[src/rtl/sb_dispatch_station.sv]
module sb_dispatch_station #(
  parameter int NREG = 16,
  parameter int NENT = 4,
  parameter int DW   = 32,
  parameter int OPW  = 6
) (
  input  logic                    clk,
  input  logic                    rst_n,
  input  logic                    iss_valid,
  output logic                    iss_ready,
  input  logic [OPW-1:0]          iss_op,
  input  logic [$clog2(NREG)-1:0] iss_src_a,
  input  logic [$clog2(NREG)-1:0] iss_src_b,
  input  logic [$clog2(NREG)-1:0] iss_dst,
  output logic                    disp_valid,
  output logic [OPW-1:0]          disp_op,
  output logic [$clog2(NREG)-1:0] disp_dst,
  output logic [DW-1:0]           disp_opnd_a,
  output logic [DW-1:0]           disp_opnd_b,
  input  logic                    wb_valid,
  input  logic [$clog2(NREG)-1:0] wb_reg,
  input  logic [DW-1:0]           wb_data
);
  localparam int RW = $clog2(NREG);
  localparam int EW = (NENT > 1) ? $clog2(NENT) : 1;

  logic [NREG-1:0] sb;
  logic [DW-1:0]   rf [NREG];
  logic [NENT-1:0] occ;
  logic [OPW-1:0]  e_op  [NENT];
  logic [RW-1:0]   e_sa  [NENT];
  logic [RW-1:0]   e_sb  [NENT];
  logic [RW-1:0]   e_dst [NENT];

  logic [NREG-1:0] wb_oh, sbx;
  logic [NENT-1:0] rdy, disp_oh, ins_oh;
  logic [EW-1:0]   disp_sel;
  logic            iss_fire;

  assign wb_oh     = {{(NREG-1){1'b0}}, wb_valid} << wb_reg;
  assign sbx       = sb | wb_oh;
  assign iss_ready = ~&occ;
  assign iss_fire  = iss_valid & iss_ready;

  for (genvar g = 0; g < NENT; g++) begin : g_rdy
    assign rdy[g] = occ[g] & sbx[e_sa[g]] & sbx[e_sb[g]];
  end

  always_comb begin
    disp_sel = '0;
    disp_oh  = '0;
    ins_oh   = '0;
    for (int i = NENT - 1; i >= 0; i--) begin
      if (rdy[i]) begin
        disp_sel = EW'(i);
        disp_oh  = NENT'(1) << i;
      end
      if (!occ[i] && iss_fire) ins_oh = NENT'(1) << i;
    end
  end

  assign disp_valid  = |rdy;
  assign disp_op     = e_op[disp_sel];
  assign disp_dst    = e_dst[disp_sel];
  assign disp_opnd_a = (wb_valid && wb_reg == e_sa[disp_sel]) ? wb_data : rf[e_sa[disp_sel]];
  assign disp_opnd_b = (wb_valid && wb_reg == e_sb[disp_sel]) ? wb_data : rf[e_sb[disp_sel]];

  always_ff @(posedge clk) begin
    if (!rst_n) begin
      sb  <= '1;
      occ <= '0;
      for (int r = 0; r < NREG; r++) rf[r] <= '0;
    end else begin
      if (wb_valid) begin
        sb[wb_reg] <= 1'b1;
        rf[wb_reg] <= wb_data;
      end
      if (iss_fire) sb[iss_dst] <= 1'b0;
      occ <= (occ & ~disp_oh) | ins_oh;
    end
  end

  always_ff @(posedge clk) begin
    for (int i = 0; i < NENT; i++) begin
      if (ins_oh[i]) begin
        e_op[i]  <= iss_op;
        e_sa[i]  <= iss_src_a;
        e_sb[i]  <= iss_src_b;
        e_dst[i] <= iss_dst;
      end
    end
  end
endmodule

[config.mk]
export PLATFORM = sky130hd
export DESIGN_NAME = sb_dispatch_station
export DESIGN_NICKNAME = d
export VERILOG_FILES = /design/src/rtl/sb_dispatch_station.sv
export SDC_FILE = /design/constraint.sdc
export NUM_CORES = 1
export LEC_CHECK = 0
export BUFFER_PORTS_ARGS = -buffer_cell sky130_fd_sc_hd__buf_2
export CAP_MARGIN = 25
export CORE_MARGIN = 1
export CORE_UTILIZATION = 38
export DETAILED_ROUTE_END_ITERATION = 6
export PLACE_DENSITY = 0.5
export SYNTH_ARGS = -nofsm -noshare
export SYNTH_HDL_FRONTEND = slang
export SYNTH_SLANG_ARGS = --single-unit
[constraint.sdc]
create_clock -name clk -period 8.08 [get_ports clk]
set_clock_uncertainty 0.1 [all_clocks]
set_input_delay 0.404 -clock clk [delete_from_list [all_inputs] [get_ports clk]]
set_output_delay 0.404 -clock clk [all_outputs]
set_load 0.005 [all_outputs]
==> summary.md, run 1 <==
| Metric | Value |
|---|---|
| Num CTS Buffers | 73 |
| Final hold viol count | 0 |
| Post-synth cell types | 79 |
| Status | finished clean |
| Layout area overhead | 12.32% |
| DR iter-0 viols | 3601 |
| Register area share after synthesis | 0.5359 |
| Area contributors post-synth | edfxtp_1, mux2i_1, nand2_1 |
| Fmax | 148.3 MHz |
| R2R Path Start | e_sb[3][0]$_DFFE_PP_ |
| Worst Setup Start Kind | flop |
| Setup-failing EPs final | 0 |
| DRC Markers | 0 |
| Layout cells sized above 1 | 0.1275 |
| Worst path cell trace | a211oi_1, a2111oi_0, nor4_1, a211oi_1, or3b_1, a21boi_4, buf_4, o2111ai_1, and2_4, xnor2_1, nand4_1, buf_12, o211ai_1, buf_2 |
| Initial antenna violation count | 4 |
| DR vias | 28710 |
| Largest net degree at the start of global routing | 130 |
| Slowest Stage Delay on Critical Path | 0.75 ns |
| RSZ-0062 raised after global routing | false |
| Max-cap violations | 0 |
| Worst Path Required | 7.58 ns |
| Total clock sinks | 604 |
| First-pass GRT wire length | 192.0 mm |
| Slew Limit Fails | 0 |
| EDFF count, synth | 584 |
| DP Wirelength | 71.19 mm |
| Synth async-reset ratio | 0 |
| Most numerous cell in the Yosys netlist | nand2_1 |
| Critical path class | reg -> out |
| Post-Syn Instances | 3182 |
| Final #Nets | 3201 |
| Post-synth top area share | 0.5240 |
| Router iterations before antenna repair | 7 |
| DIE HEIGHT | 298.8 um |
| Post-cts gate resize count | 0 |
| Syn. warnings | 0 |
| Net Count, Synth | 3240 |
| Mapped Area | 0.03347 mm^2 |
| Fin crit period | 6.744 ns |
| Synth cell count leaders | nand2_1, edfxtp_1, nor3_1 |
| Number of global-route vias before repair | 28630 |
| Final period utilization | 0.8346 |
| R2R cell count | 8 |
| Worst path slowest cell | a2111oi_0 |
| Slew margin rel. | 0.2592 |
| CTS Buffer Depth | 3 |
| Total global-route track usage | 0.2892 |
| Crit-path max FO | 76 |
| Rows | 108 |
| Worst path most repeated cell | a211oi_1 |
| Worst setup path end | disp_opnd_b[2] |
| Placeable Area | 0.08702 mm^2 |
| Worst-path clk slew | 0.05 ns |
| PortBufs | 133 |
| IO Pins | 134 |
| Syn Area/Cell | 10.52 um^2 |
| Slew at the pin closest to its max-slew limit | 1.111 ns |
| Detail Route Antenna Nets | 0 |
| Flop-to-flop setup slack | 5.09 ns |
| Max IR drop VDD | 0.1461 mV |
| WP data arrival | 6.24 ns |
| Lkg Pwr | 12.68 nW |
| Root Buffer | clkbuf_16 |
| Total grt overflow | 0 |
| TNS Setup | 0 ns |
| Detailed-route wire length per cell | 30.47 um |
| Hold Crit Class | in -> reg |
| Pwr dens | 225.0 mW/mm^2 |
| Clk_lat worst skew | 0.63 ns |
| Layout Cells excl Fill | 4358 |
| Worst Hold Margin | 0.09637 ns |
| Die X | 298.8 um |
| Via density | 6.589 |
| RD Place Congestion | 0.9689 |
| Crit path from | e_sb[3][0]$_DFFE_PP_ |
| Post-Place Cells | 4205 |
| CP endpoint kind | output pin |
| FILL cells | 8289 |
| H-tree depth | 3 |
| Prevailing post-synth register cell | edfxtp_1 |
| WL final | 132.8 mm |
| CTS tree | built |
| Reg2reg end | occ[3]$_SDFF_PN0_ |
| Initial Util | 0.3846 |
| Die area | 0.08927 mm^2 |
| Cell taking the most area after synthesis | edfxtp_1 |
| Synth Register Bits | 604 |
## cells in the final DEF, fill, tap and decap left out, types with 47 or more instances in the layout
cell,netlist,layout
nor4_1,132,132
clkbuf_16,0,74
mux2i_1,282,280
edfxtp_1,584,584
buf_4,37,81
o211ai_1,70,70
clkinv_1,33,47
nor3_1,393,392
a32oi_1,249,249
nand2_1,604,586
buf_2,68,131
nand4_1,129,129
## kinds of logic after synthesis
family                 count (synthesis)  synth area share
AO/OA/AOI/OAI                        478            0.1155
flip-flops                           604            0.5359
AND/OR/NAND/NOR                     1368            0.1947
multiplexers                         304           0.09619
buffers and inverters                414           0.05402
XOR/XNOR                              14          0.003664
## worst max-delay path, delay by kind of cell (launching register included)
kind,cells,cell delay [ns]
compound gates,6,2.54
buf+inv,3,0.91
simple gates,4,1.26
flops,1,0.66
xor+xnor,1,0.21
## report_power, final
part	internal, W	switching, W
logic	0.000483	0.00107
registers	0.00361	0.000105
clock network	0.00182	0.00136
total	0.00592	0.00254
## how the worst min path moves through the flow
stage	from	endpoint	slack, ns	cells after the start
global route	iss_dst[2]	e_dst[3][2]$_DFFE_PP_	0.06	1
floorplan	occ[2]$_SDFF_PN0_	occ[2]$_SDFF_PN0_	0.40	2
global placement	occ[3]$_SDFF_PN0_	occ[3]$_SDFF_PN0_	0.47	2
detailed placement	occ[3]$_SDFF_PN0_	occ[3]$_SDFF_PN0_	0.48	2
finish	iss_valid	occ[0]$_SDFF_PN0_	0.1	3
CTS	iss_valid	occ[0]$_SDFF_PN0_	0.06	3
## flip-flops by register name, summed over array words and instances (netlist names)
| register | count |
|---|---|
| occ | 4 |
| e_dst | 16 |
| e_op | 24 |
| sb | 16 |
| e_sa | 16 |
| rf | 512 |
| e_sb | 16 |
## final cells by class
cell class              count  area [um^2]  area share
diodes                      2        5.005   0.0001331
clock buffers              94         1927     0.05126
clock inverters            39        321.6    0.008554
inverters                  52        195.2    0.005192
multi-input cells        2164        13940      0.3708
flip-flops and latches    604        17940      0.4772
well taps                1155         1445     0.03844
repair buffers            248         1821     0.04843
## routing by layer
| layer | share of wire | wire [um] | GRT usage | vias up |
|---|---|---|---|---|
| li1 | - | - | - | 12290 |
| met4 | 0.036 | 4770 | 0.1065 | 2 |
| met3 | 0.085 | 11300 | 0.04682 | 319 |
| met5 | 0.000090 | 12 | 0 | - |
| met2 | 0.47 | 62560 | 0.4728 | 1638 |
| met1 | 0.41 | 54140 | 0.3862 | 14470 |
## through the flow
stage	worst slack [ns]	instance area (um^2)	utilization	total power [W]
finish	1.336	37590	0.4320	0.008458
global route	1.158	37590	0.4320	0.008708
CTS	1.419	37550	0.4315	0.008470
detailed placement	1.477	35140	0.4038	0.005304
global placement	1.507	35060	0.4029	0.005272
floorplan	3.596	33470	-	0.004655
## timing repair
item | 4_1_cts | 5_1_grt
buffers inserted | 0 | 0
hold buffers | 16 | 0
hold endpoints to repair | 64 | 0
Note: power is estimated with default switching activity, not from simulation.
==> run 2: changes to the inputs <==
Settings changed: ABC_AREA from default to 1, PLACE_DENSITY 0.5 to 0.52.
Clock period 8.08 ns to 5.8 ns, I/O delays scaled along.
==> summary.md, run 2 <==
| Metric | Value |
|---|---|
| DR iter-0 viols | 4009 |
| Die X | 311.6 um |
| Worst path most repeated cell | nand2_1 |
| Commonest non-fill, non-tap cell in the layout | nand3_1 |
| DRC Markers | 0 |
| Critical path class | reg -> out |
| Router iterations before antenna repair | 6 |
| IO Pins | 134 |
| Largest delay share family, worst path | simple AND/OR/NAND/NOR gates |
| Synth Area in Adders | 0 |
| Slew at the pin closest to its max-slew limit | 0.9965 ns |
| Slew Limit Fails | 0 |
| Slowest Stage Delay on Critical Path | 0.62 ns |
| RSZ-0062 raised after global routing | false |
| Largest net degree at the start of global routing | 129 |
| Post-synth top area share | 0.4815 |
| RD Place Congestion | 0.9021 |
| Num CTS Buffers | 74 |
| Total grt overflow | 0 |
| Clk_lat worst skew | 0.64 ns |
| Leading cell types in the layout, fill and taps excluded | nand3_1, nand2_1, inv_1, edfxtp_1, nor2_1 |
| DR vias | 34130 |
| Syn Area/Cell | 7.556 um^2 |
| Worst path slowest cell | edfxtp_1 |
| Total clock sinks | 604 |
| Area contributors post-synth | edfxtp_1, nand3_1, nand2_1 |
| Synth Area in XOR/XNOR | 0.001477 |
| Register area share after synthesis | 0.4925 |
| Synth Area in Compound Gates | 0.01202 |
| Register name with the most flops | rf |
| R2R cell count | 11 |
| Max-cap violations | 0 |
| Final hold viol count | 0 |
| CP endpoint kind | output pin |
| DP Wirelength | 79.26 mm |
| Mapped Area | 0.03642 mm^2 |
| R2R Path Start | e_sa[2][0]$_DFFE_PP_ |
| Post-synth cell types | 38 |
| Root Buffer | clkbuf_16 |
| Most numerous cell in the Yosys netlist | nand3_1 |
| Biggest regs | rf (512), e_op (24) |
| Layout cells sized above 1 | 0.09006 |
| Rows | 113 |
| Lkg Pwr | 18.55 nW |
| Flop-to-flop setup slack | 3.40 ns |
| Hold Path Depth | 3 |
| Max FFs per register | 512 |
| Mux cell area share after synthesis | 0 |
| Antenna cells | 0 |
| Worst-path clk slew | 0.06 ns |
| Cell taking the most area after synthesis | edfxtp_1 |
| Total global-route track usage | 0.2952 |
| Setup-failing EPs final | 0 |
| Area of the multi-input gates | 0.01467 mm^2 |
| Via density | 5.599 |
| Synth async-reset ratio | 0 |
| HP Start | rst_n |
| Prevailing post-synth register cell | edfxtp_1 |
| DIE HEIGHT | 311.6 um |
| Initial antenna violation count | 0 |
| Crit-path max FO | 49 |
| Largest family of logic cells by synthesized area | simple AND/OR/NAND/NOR gates |
| First-pass GRT wire length | 214.6 mm |
| Number of global-route vias before repair | 32750 |
| FILL cells | 9664 |
| WP data arrival | 5.15 ns |
| Synth Register Bits | 604 |
| Status | finished clean |
| Reg2reg end | occ[2]$_SDFF_PN0_ |
| Worst hold endpoint | sb[4]$_SDFF_PN1_ |
| Post-Synth Simple-Gate Area | 0.3810 |
| Syn. warnings | 0 |
| H-tree depth | 3 |
| Fin crit period | 5.536 ns |
| Register area | 0.01794 mm^2 |
| TNS Setup | 0 ns |
| Final #Nets | 4837 |
| Die area | 0.09708 mm^2 |
| WL final | 146.1 mm |
| Synth cell count leaders | nand3_1, nand2_1, inv_1 |
| Initial Util | 0.3833 |
| Post-Syn Instances | 4820 |
| PortBufs | 133 |
| CTS tree | built |
| Hold Crit Class | in -> reg |
| Worst Path Required | 5.41 ns |
| Max IR drop VDD | 0.2244 mV |
| CTS Buffer Depth | 3 |
| Crit path buf inv count | 4 |
| Layout area overhead | 11.52% |
| Detailed-route wire length per cell | 23.97 um |
| Detail Route Antenna Nets | 0 |
| Final total power | 0.01187 W |
| EDFF count, synth | 584 |
| Placeable Area | 0.09501 mm^2 |
| Pwr dens | 292.3 mW/mm^2 |
| Worst Setup Start Kind | flop |
| Fmax | 180.6 MHz |
| Slew margin rel. | 0.3333 |
| Final period utilization | 0.9545 |
| Net Count, Synth | 4878 |
| Worst path cell trace | clkinv_1, nand3_1, nand2_1, nand2_1, nand3_1, nand3_1, nand3_2, nor2_2, nand3_4, nand2_4, nand2_1, nand3_4, nand2_8, xor2_1, a21oi_4, buf_4, nand3_2, buf_4, nand2_1, nand2_1, buf_2 |
## run 2: cell count changes in the layout (fill, tap and decap cells not counted), sizes merged, moves of 66 or more
cell,previous run,this run
inv,24,611
o211ai,70,4
mux2i,285,0
nand2,605,1224
nor4,132,1
nor2,32,562
nor3,393,1
nand3,14,1311
a32oi,249,0
## run 2: layout make-up
class,instances,area share
Clock buffer,90,0.04812
Clock inverter,37,0.005699
Inverter,617,0.05712
Multi-Input combinational cell,3235,0.3612
Sequential cell,604,0.4417
Tap cell,1265,0.03897
Timing Repair Buffer,247,0.04723
## run 2: what timing repair did
item	in CTS	in global routing
buffers inserted	0	0
resized for setup	0	2
endpoints found under the setup margin	0	30
hold endpoints to repair	88	0
hold buffers	19	0
## run 2: through the flow
step | util | instances | worst slack, ns | cell area [um^2] | hold slack (ns)
2_1_floorplan | - | 4820 | 2.579 | 36420 | 0.2889
3_3_place_gp | 0.4020 | 5947 | 0.6677 | 38200 | 0.4109
3_5_place_dp | 0.4024 | 5949 | 0.6059 | 38230 | 0.4121
4_1_cts | 0.4274 | 6095 | 0.1581 | 40610 | 0.1160
5_1_grt | 0.4275 | 6095 | 0.003961 | 40610 | 0.1372
6_report | 0.4275 | 6095 | 0.2641 | 40610 | 0.1584
## run 2: worst max path at each step
stage | from | cells past startpoint | slack [ns] | to
after floorplan | wb_reg[2] | 26 | 2.58 | disp_opnd_b[10]
after global placement | wb_reg[2] | 22 | 0.67 | disp_opnd_a[10]
after detailed placement | wb_reg[2] | 22 | 0.61 | disp_opnd_a[10]
after CTS | e_sa[2][0]$_DFFE_PP_ | 22 | 0.16 | disp_opnd_a[10]
after global routing | e_sb[3][0]$_DFFE_PP_ | 21 | 0.004 | disp_opnd_a[1]
final | e_sb[3][0]$_DFFE_PP_ | 21 | 0.26 | disp_opnd_a[1]
## run 2: kinds of logic (layout without fill, tap and decap cells)
logic type / Yosys count / count (layout)
AOI/OAI and AO/OA: 65 / 65
xor gates and xnor gates: 4 / 4
buffers and inverters: 981 / 991
DFF: 604 / 604
and+or+nand+nor: 3166 / 3166
## run 2: worst min-delay path, cell delays in order
cell and delay (ns):
buf_2 0.15, buf_4 0.29, nand2_1 0.12
## run 2: routing by layer
layer	share of wire	global-route usage
met1	0.41	0.3955
met2	0.46	0.4718
met3	0.087	0.04439
met4	0.044	0.1321
met5	0	0
## run 2: power breakdown
part           total [W]  switching, W  internal, W
Combinational    0.00240       0.00173     0.000671
Clock            0.00438       0.00191      0.00247
Sequential       0.00509     0.0000667      0.00502
